<file path="config.mk">
export PLATFORM = sky130hd
export DESIGN_NAME = mbx_irq_status
export DESIGN_NICKNAME = d
export VERILOG_FILES = /design/src/rtl/mbx_irq_pkg.sv /design/src/rtl/mbx_decode.sv /design/src/rtl/mbx_bank.sv /design/src/rtl/mbx_flags.sv /design/src/rtl/irq_merge.sv /design/src/rtl/mbx_irq_status.sv
export SDC_FILE = /design/constraint.sdc
export NUM_CORES = 1
export LEC_CHECK = 0
export BUFFER_PORTS_ARGS = -buffer_cell sky130_fd_sc_hd__buf_2
export CORE_MARGIN = 2
export CORE_UTILIZATION = 47
export CTS_BUF_LIST = sky130_fd_sc_hd__clkbuf_16
export DETAILED_ROUTE_END_ITERATION = 12
export PLACE_DENSITY = 0.72
export SLEW_MARGIN = 20
export SYNTH_ARGS = -nofsm -noshare
export SYNTH_HDL_FRONTEND = slang
export SYNTH_SLANG_ARGS = --single-unit
</file>
<file path="constraint.sdc">
create_clock -name clk -period 1.98 [get_ports clk]
set_input_delay 0.396 -clock clk [delete_from_list [all_inputs] [get_ports clk]]
set_output_delay 0.396 -clock clk [all_outputs]
set_load 0.1 [all_outputs]
</file>
<file path="src/rtl/mbx_irq_pkg.sv">
package mbx_irq_pkg;
   localparam int REG_W      = 32;
   localparam int IRQ_SLOTS  = 16;
   localparam int FLAG_LSB   = 16;
   localparam int FLAG_SLOTS = 8;
   localparam int STAT_BITS  = FLAG_LSB + FLAG_SLOTS;

   typedef enum logic [1:0] {
      SEL_NONE   = 2'd0,
      SEL_STATUS = 2'd1,
      SEL_ENABLE = 2'd2,
      SEL_MBX    = 2'd3
   } reg_sel_e;
endpackage

</file>
<file path="src/rtl/mbx_decode.sv">
module mbx_decode
   import mbx_irq_pkg::*;
#(
   parameter int ADDR_W     = 8,
   parameter int N_MBX      = 8,
   parameter int STATUS_OFS = 'h60,
   parameter int ENABLE_OFS = 'h64,
   parameter int MBX_BASE   = 'h80,
   localparam int IDX_W     = $clog2(N_MBX)
) (
   input  logic [ADDR_W-1:0] addr,
   output reg_sel_e          sel,
   output logic [IDX_W-1:0]  idx
);
   localparam logic [ADDR_W-1:0] STATUS_A = ADDR_W'(STATUS_OFS);
   localparam logic [ADDR_W-1:0] ENABLE_A = ADDR_W'(ENABLE_OFS);
   localparam logic [ADDR_W-1:0] MBX_LO   = ADDR_W'(MBX_BASE);
   localparam logic [ADDR_W:0]   MBX_HI   = (ADDR_W+1)'(MBX_BASE + 4*N_MBX);

   always_comb begin
      sel = SEL_NONE;
      idx = '0;
      if (addr == STATUS_A) begin
         sel = SEL_STATUS;
      end else if (addr == ENABLE_A) begin
         sel = SEL_ENABLE;
      end else if ((addr >= MBX_LO) && ({1'b0, addr} < MBX_HI) && (addr[1:0] == 2'b00)) begin
         sel = SEL_MBX;
         idx = IDX_W'((addr - MBX_LO) >> 2);
      end
   end
endmodule

</file>
<file path="src/rtl/mbx_bank.sv">
module mbx_bank #(
   parameter int N_MBX    = 8,
   parameter int DATA_W   = 32,
   localparam int IDX_W   = $clog2(N_MBX)
) (
   input  logic              clk,
   input  logic              rst_n,
   input  logic              wr_hit,
   input  logic [IDX_W-1:0]  idx,
   input  logic [DATA_W-1:0] wr_data,
   output logic [DATA_W-1:0] rd_word,
   output logic [N_MBX-1:0]  wr_pulse
);
   logic [DATA_W-1:0] box_q [N_MBX];

   for (genvar k = 0; k < N_MBX; k++) begin : g_box
      assign wr_pulse[k] = wr_hit && (idx == IDX_W'(k));

      always_ff @(posedge clk or negedge rst_n) begin
         if (!rst_n) begin
            box_q[k] <= '0;
         end else if (wr_pulse[k]) begin
            box_q[k] <= wr_data;
         end
      end
   end

   always_comb begin
      rd_word = '0;
      for (int k = 0; k < N_MBX; k++) begin
         if (idx == IDX_W'(k)) rd_word = box_q[k];
      end
   end
endmodule

</file>
<file path="src/rtl/mbx_flags.sv">
module mbx_flags #(
   parameter int N_MBX = 8
) (
   input  logic             clk,
   input  logic             rst_n,
   input  logic [N_MBX-1:0] set_vec,
   input  logic [N_MBX-1:0] clr_vec,
   output logic [N_MBX-1:0] flags
);
   // A set in the same cycle as a clear leaves the flag at 1.
   always_ff @(posedge clk or negedge rst_n) begin
      if (!rst_n) begin
         flags <= '0;
      end else begin
         flags <= (flags & ~clr_vec) | set_vec;
      end
   end
endmodule

</file>
<file path="src/rtl/irq_merge.sv">
module irq_merge #(
   parameter int W       = 24,
   parameter bit REG_OUT = 1'b1
) (
   input  logic         clk,
   input  logic         rst_n,
   input  logic [W-1:0] status,
   input  logic [W-1:0] enable,
   output logic         irq
);
   logic any_hit;
   assign any_hit = |(status & enable);

   if (REG_OUT) begin : g_reg
      always_ff @(posedge clk or negedge rst_n) begin
         if (!rst_n) irq <= 1'b0;
         else        irq <= any_hit;
      end
   end else begin : g_comb
      assign irq = any_hit;
   end
endmodule

</file>
<file path="src/rtl/mbx_irq_status.sv">
module mbx_irq_status
   import mbx_irq_pkg::*;
#(
   parameter int ADDR_W     = 8,
   parameter int N_MBX      = 8,
   parameter int N_IRQ      = 16,
   parameter int STATUS_OFS = 'h60,
   parameter int ENABLE_OFS = 'h64,
   parameter int MBX_BASE   = 'h80,
   parameter bit REG_OUT    = 1'b1
) (
   input  logic              clk,
   input  logic              rst_n,
   input  logic              wr_en,
   input  logic [ADDR_W-1:0] addr,
   input  logic [REG_W-1:0]  wr_data,
   output logic [REG_W-1:0]  rd_data,
   input  logic [N_IRQ-1:0]  irq_in,
   output logic              irq_out
);
   localparam int IDX_W = $clog2(N_MBX);

   if (N_IRQ < 1 || N_IRQ > IRQ_SLOTS) begin : g_bad_irq
      $error("N_IRQ must lie in 1..16");
   end
   if (N_MBX < 2 || N_MBX > FLAG_SLOTS) begin : g_bad_mbx
      $error("N_MBX must lie in 2..8");
   end
   if ((STATUS_OFS % 4) != 0 || (ENABLE_OFS % 4) != 0 || (MBX_BASE % 4) != 0) begin : g_bad_align
      $error("register offsets must be word aligned");
   end
   if (MBX_BASE + 4*N_MBX > (1 << ADDR_W)) begin : g_bad_range
      $error("mailbox range exceeds address space");
   end
   if ((STATUS_OFS >= MBX_BASE && STATUS_OFS < MBX_BASE + 4*N_MBX) ||
       (ENABLE_OFS >= MBX_BASE && ENABLE_OFS < MBX_BASE + 4*N_MBX) ||
       (STATUS_OFS == ENABLE_OFS)) begin : g_bad_overlap
      $error("register offsets overlap");
   end

   reg_sel_e            sel;
   logic [IDX_W-1:0]    idx;
   logic [REG_W-1:0]    mbx_rd;
   logic [N_MBX-1:0]    mbx_wr;
   logic [N_MBX-1:0]    clr_vec;
   logic [N_MBX-1:0]    flags_q;
   logic [STAT_BITS-1:0] en_q;
   logic [STAT_BITS-1:0] status_w;

   mbx_decode #(
      .ADDR_W(ADDR_W), .N_MBX(N_MBX), .STATUS_OFS(STATUS_OFS),
      .ENABLE_OFS(ENABLE_OFS), .MBX_BASE(MBX_BASE)
   ) u_decode (
      .addr(addr), .sel(sel), .idx(idx)
   );

   mbx_bank #(.N_MBX(N_MBX), .DATA_W(REG_W)) u_bank (
      .clk(clk), .rst_n(rst_n),
      .wr_hit(wr_en && (sel == SEL_MBX)), .idx(idx),
      .wr_data(wr_data), .rd_word(mbx_rd), .wr_pulse(mbx_wr)
   );

   assign clr_vec = (wr_en && (sel == SEL_STATUS)) ? wr_data[FLAG_LSB +: N_MBX] : '0;

   mbx_flags #(.N_MBX(N_MBX)) u_flags (
      .clk(clk), .rst_n(rst_n),
      .set_vec(mbx_wr), .clr_vec(clr_vec), .flags(flags_q)
   );

   always_ff @(posedge clk or negedge rst_n) begin
      if (!rst_n) begin
         en_q <= '0;
      end else if (wr_en && (sel == SEL_ENABLE)) begin
         en_q <= wr_data[STAT_BITS-1:0];
      end
   end

   always_comb begin
      status_w = '0;
      status_w[FLAG_LSB +: N_MBX] = flags_q;
      status_w[N_IRQ-1:0]         = irq_in;
   end

   irq_merge #(.W(STAT_BITS), .REG_OUT(REG_OUT)) u_merge (
      .clk(clk), .rst_n(rst_n), .status(status_w), .enable(en_q), .irq(irq_out)
   );

   always_comb begin
      unique case (sel)
         SEL_STATUS: rd_data = REG_W'(status_w);
         SEL_ENABLE: rd_data = REG_W'(en_q);
         SEL_MBX:    rd_data = mbx_rd;
         default:    rd_data = '0;
      endcase
   end
endmodule

</file>
==> flow_summary.yaml <==
floorplan:
  rows: 62
  dieArea_mm2: 0.0302
  io_pins: 92
  die_y_um: 174
  die_width_um: 174
  core-area_mm2: 0.0285
  start_util: 0.475
clocking:
  root_buffer: "clkbuf_16"
  cts_buffers: 31
  cts.sinks: 289
  htreeDepth: 1
  clk_path_buf_depth: 3
  clkTransAtPathRegs_ns: 0.06
  clk_latency_ns: 0.56
  cts_tree: "built"
placement:
  dp.cells: 1484
  post-place-ws_ns: -0.419
  io_buffers: 91
  place_congestion: 0.828
  hpwl_mm: 21.9
layout:
  nets: 1209
  fillers: 2127
  fin_util: 0.625
  syn_to_final_growth_pct: 31.4
  seq_area_mm2: 0.00723
  final_layout_size_suffix_gt1_frac: 0.519
  diodes: 0
  multi_input_area_mm2: 0.00673
  fin_cells: 1554
logic_synthesis:
  synth_enable_flop_cells: 0
  synth_cell_types: 42
  synthFlopType: "dfrtp_1"
  syn_inst: 976
  async_flop_share: 1.00
  ys_ff_latch: 289
  synth.cell_area_mm2: 0.0136
  yosysWarnings: 0
  ys_seq_area_frac: 0.533
  syn_area_per_cell_um2: 13.9
  syn_nets: 1035
global_routing:
  grt_pass1_wl_mm: 54.6
  globalRouteMet1Util: 0.302
  use_met2: 0.398
  grt_max_degree: 68
  grt_pass1_vias: 9651
  antenna_found_initial: 1
  grt_usage: 0.228
  top_usage_layer: "met2"
  use_met3: 0.0259
  grt_overflow: 0
sta:
  worst_pin_slew_ns: 0.484
  report.final.slew_viol_count: 0
  hold_viol: 0
  slew_headroom: 0.680
  finalSetupViolCount: 58
  layout_min_cycle_time_ns: 2.29
  tns_ns: -10.15
  rsz0062_at_grt: "true"
  min_period_over_period: 1.16
  setup_ws_ns: -0.309
  skew_ns: 0.0159
  max_freq_mhz: 437
detailed_routing:
  routed_wl_mm: 34.7
  postRouteAntennaNets: 0
  drtIter0Drc: 498
  wire_per_inst_um: 22.4
  viasPerCell: 5.76
  drt-pass1-iter-count: 4
  drc: 0
  vias: 8955
worst_setup_path:
  crit_path_max_incr_delay_ns: 0.23
  cp_slowest_cell: "o221ai_4"
  cp_max_fo: 6
  start_kind: "input port"
  cp_data_arrival_time_ns: 1.89
  critical_path_required_ns: 1.58
  worstSetupEndpointType: "output port"
  crit_top_cell: "buf_6"
  crit_path_cell_trace: "buf_6 > buf_6 > nor4_4 > buf_4 > nand4_1 > buf_6 > buf_12 > o221ai_4 > buf_12"
  path_class: "in -> out"
power_and_ir_drop:
  p_per_area_mw_per_mm2: 740
  vdd_drop_max_v: 0.000614
  p_leak_nw: 8.67
flow_run:
  maxCapViolCount: 0
status:
  run_status: "finished, violations left"
  violations: "setup timing"
min_path:
  hold_path_class: "in -> reg"
==> final timing paths <==
check / start / end / slack, ns / cells after the start
max in group asynchronous: rst_n / u_bank.box_q[22] / 0.93 / 3
worst min-delay path: irq_in[10] / u_merge.irq / 0.13 / 3
min in group asynchronous: rst_n / u_bank.box_q[116] / 0.33 / 2
worst min register to register: u_bank.box_q[29] / u_bank.box_q[29] / 0.50 / 1
worst max-delay path: addr[0] / rd_data[16] / -0.31 / 9
worst max register to register: u_flags.flags[4] / u_merge.irq / 0.63 / 4
==> report_power, final <==
part / leakage [nW] / switching [W] / internal (W)
Clock: 0.503 / 0.00231 / 0.00320
Sequential: 3.98 / 0.000172 / 0.00620
Combinational: 4.19 / 0.000703 / 0.000603
Total: 8.67 / 0.00319 / 0.0100
==> layout by cell type, fill, tap and decap left out, drive strengths merged, types with 2 or more instances in the layout <==
cell type and instances:
o31ai 6, dfrtp 289, a21oi 8, o22ai 23, nand4 6, buf 213, nor2 28, a21o 3
bufinv 3, mux4 11, nand2b 3, inv 11, nor4 2, or2 2, clkinv 9, mux2 280
nand2 17, mux2i 124, a2bb2oi 6, o21ai 30, clkbuf 33, nor3 3, o221ai 23, a21bo 6
nand3 9, or4 2, a22oi 10
==> worst max-delay path, delay by kind of cell <==
kind | cells | cell delay, ns
AOI/OAI and AO/OA | 1 | 0.23
and+or+nand+nor | 2 | 0.32
buffers and inverters | 6 | 0.92
==> repair_timing <==
| item | CTS | global route |
|---|---|---|
| endpoints found under the setup margin | 32 | 64 |
| endpoints found under the hold margin | 33 | 0 |
| gates resized for setup | 41 | 32 |
| buffers inserted | 6 | 3 |
| hold buffers | 1 | 0 |
| pin swaps | 19 | 7 |
| cloned | 5 | 3 |
==> cell usage after synthesis, types with 8 or more instances <==
library cell / number / area (um2)
buf_1: 19 / 71.3
nand2_1: 16 / 60.1
a21oi_1: 8 / 40.0
a22oi_1: 10 / 75.1
mux2i_1: 124 / 1240
o22ai_1: 23 / 144
dfrtp_1: 289 / 7230
buf_2: 24 / 120
nor2_1: 28 / 105
mux4_2: 11 / 248
o221ai_1: 23 / 201
nand3_1: 9 / 45.0
o21ai_0: 30 / 150
mux2_2: 246 / 2770
clkbuf_1: 29 / 109
mux2_4: 29 / 435
==> through the flow <==
| stage | instance area, um2 | hold slack [ns] | power, W |
|---|---|---|---|
| 6_report | 17800 | 0.127 | 0.0132 |
| 5_1_grt | 17800 | 0.117 | 0.0137 |
| 4_1_cts | 17600 | 0.0951 | 0.0133 |
| 3_5_place_dp | 16400 | 0.304 | 0.00773 |
| 3_3_place_gp | 16400 | 0.303 | 0.00768 |
| 2_1_floorplan | 14300 | 0.100 | 0.00716 |
==> state kept, by name, indices dropped and copies added (netlist names) <==
name           count
en_q              24
u_bank.box_q     256
u_flags.flags      8
u_merge.irq        1
==> cell families (layout without fill, tap and decap cells) <==
group | Yosys count | count (layout) | synth area share
AOI/OAI and AO/OA | 119 | 119 | 0.0611
and+or+nand+nor | 77 | 77 | 0.0306
DFF | 289 | 289 | 0.533
muxes | 415 | 415 | 0.350
buffers and inverters | 76 | 270 | 0.0249
==> routing by layer <==
layer | vias to the layer above | wire (um)
met1 | 4738 | 15300
met4 | 2 | 864
met3 | 60 | 974
li1 | 3999 | -
met5 | - | 13
met2 | 156 | 17600
==> layout make-up <==
type,count,area share
Sequential cell,289,0.406
Tap cell,384,0.0269
Multi-Input combinational cell,611,0.377
Inverter,1,0.000211
Timing Repair Buffer,216,0.137
Clock inverter,22,0.00990
Clock buffer,31,0.0435
Power figures use the tool's default switching activity.
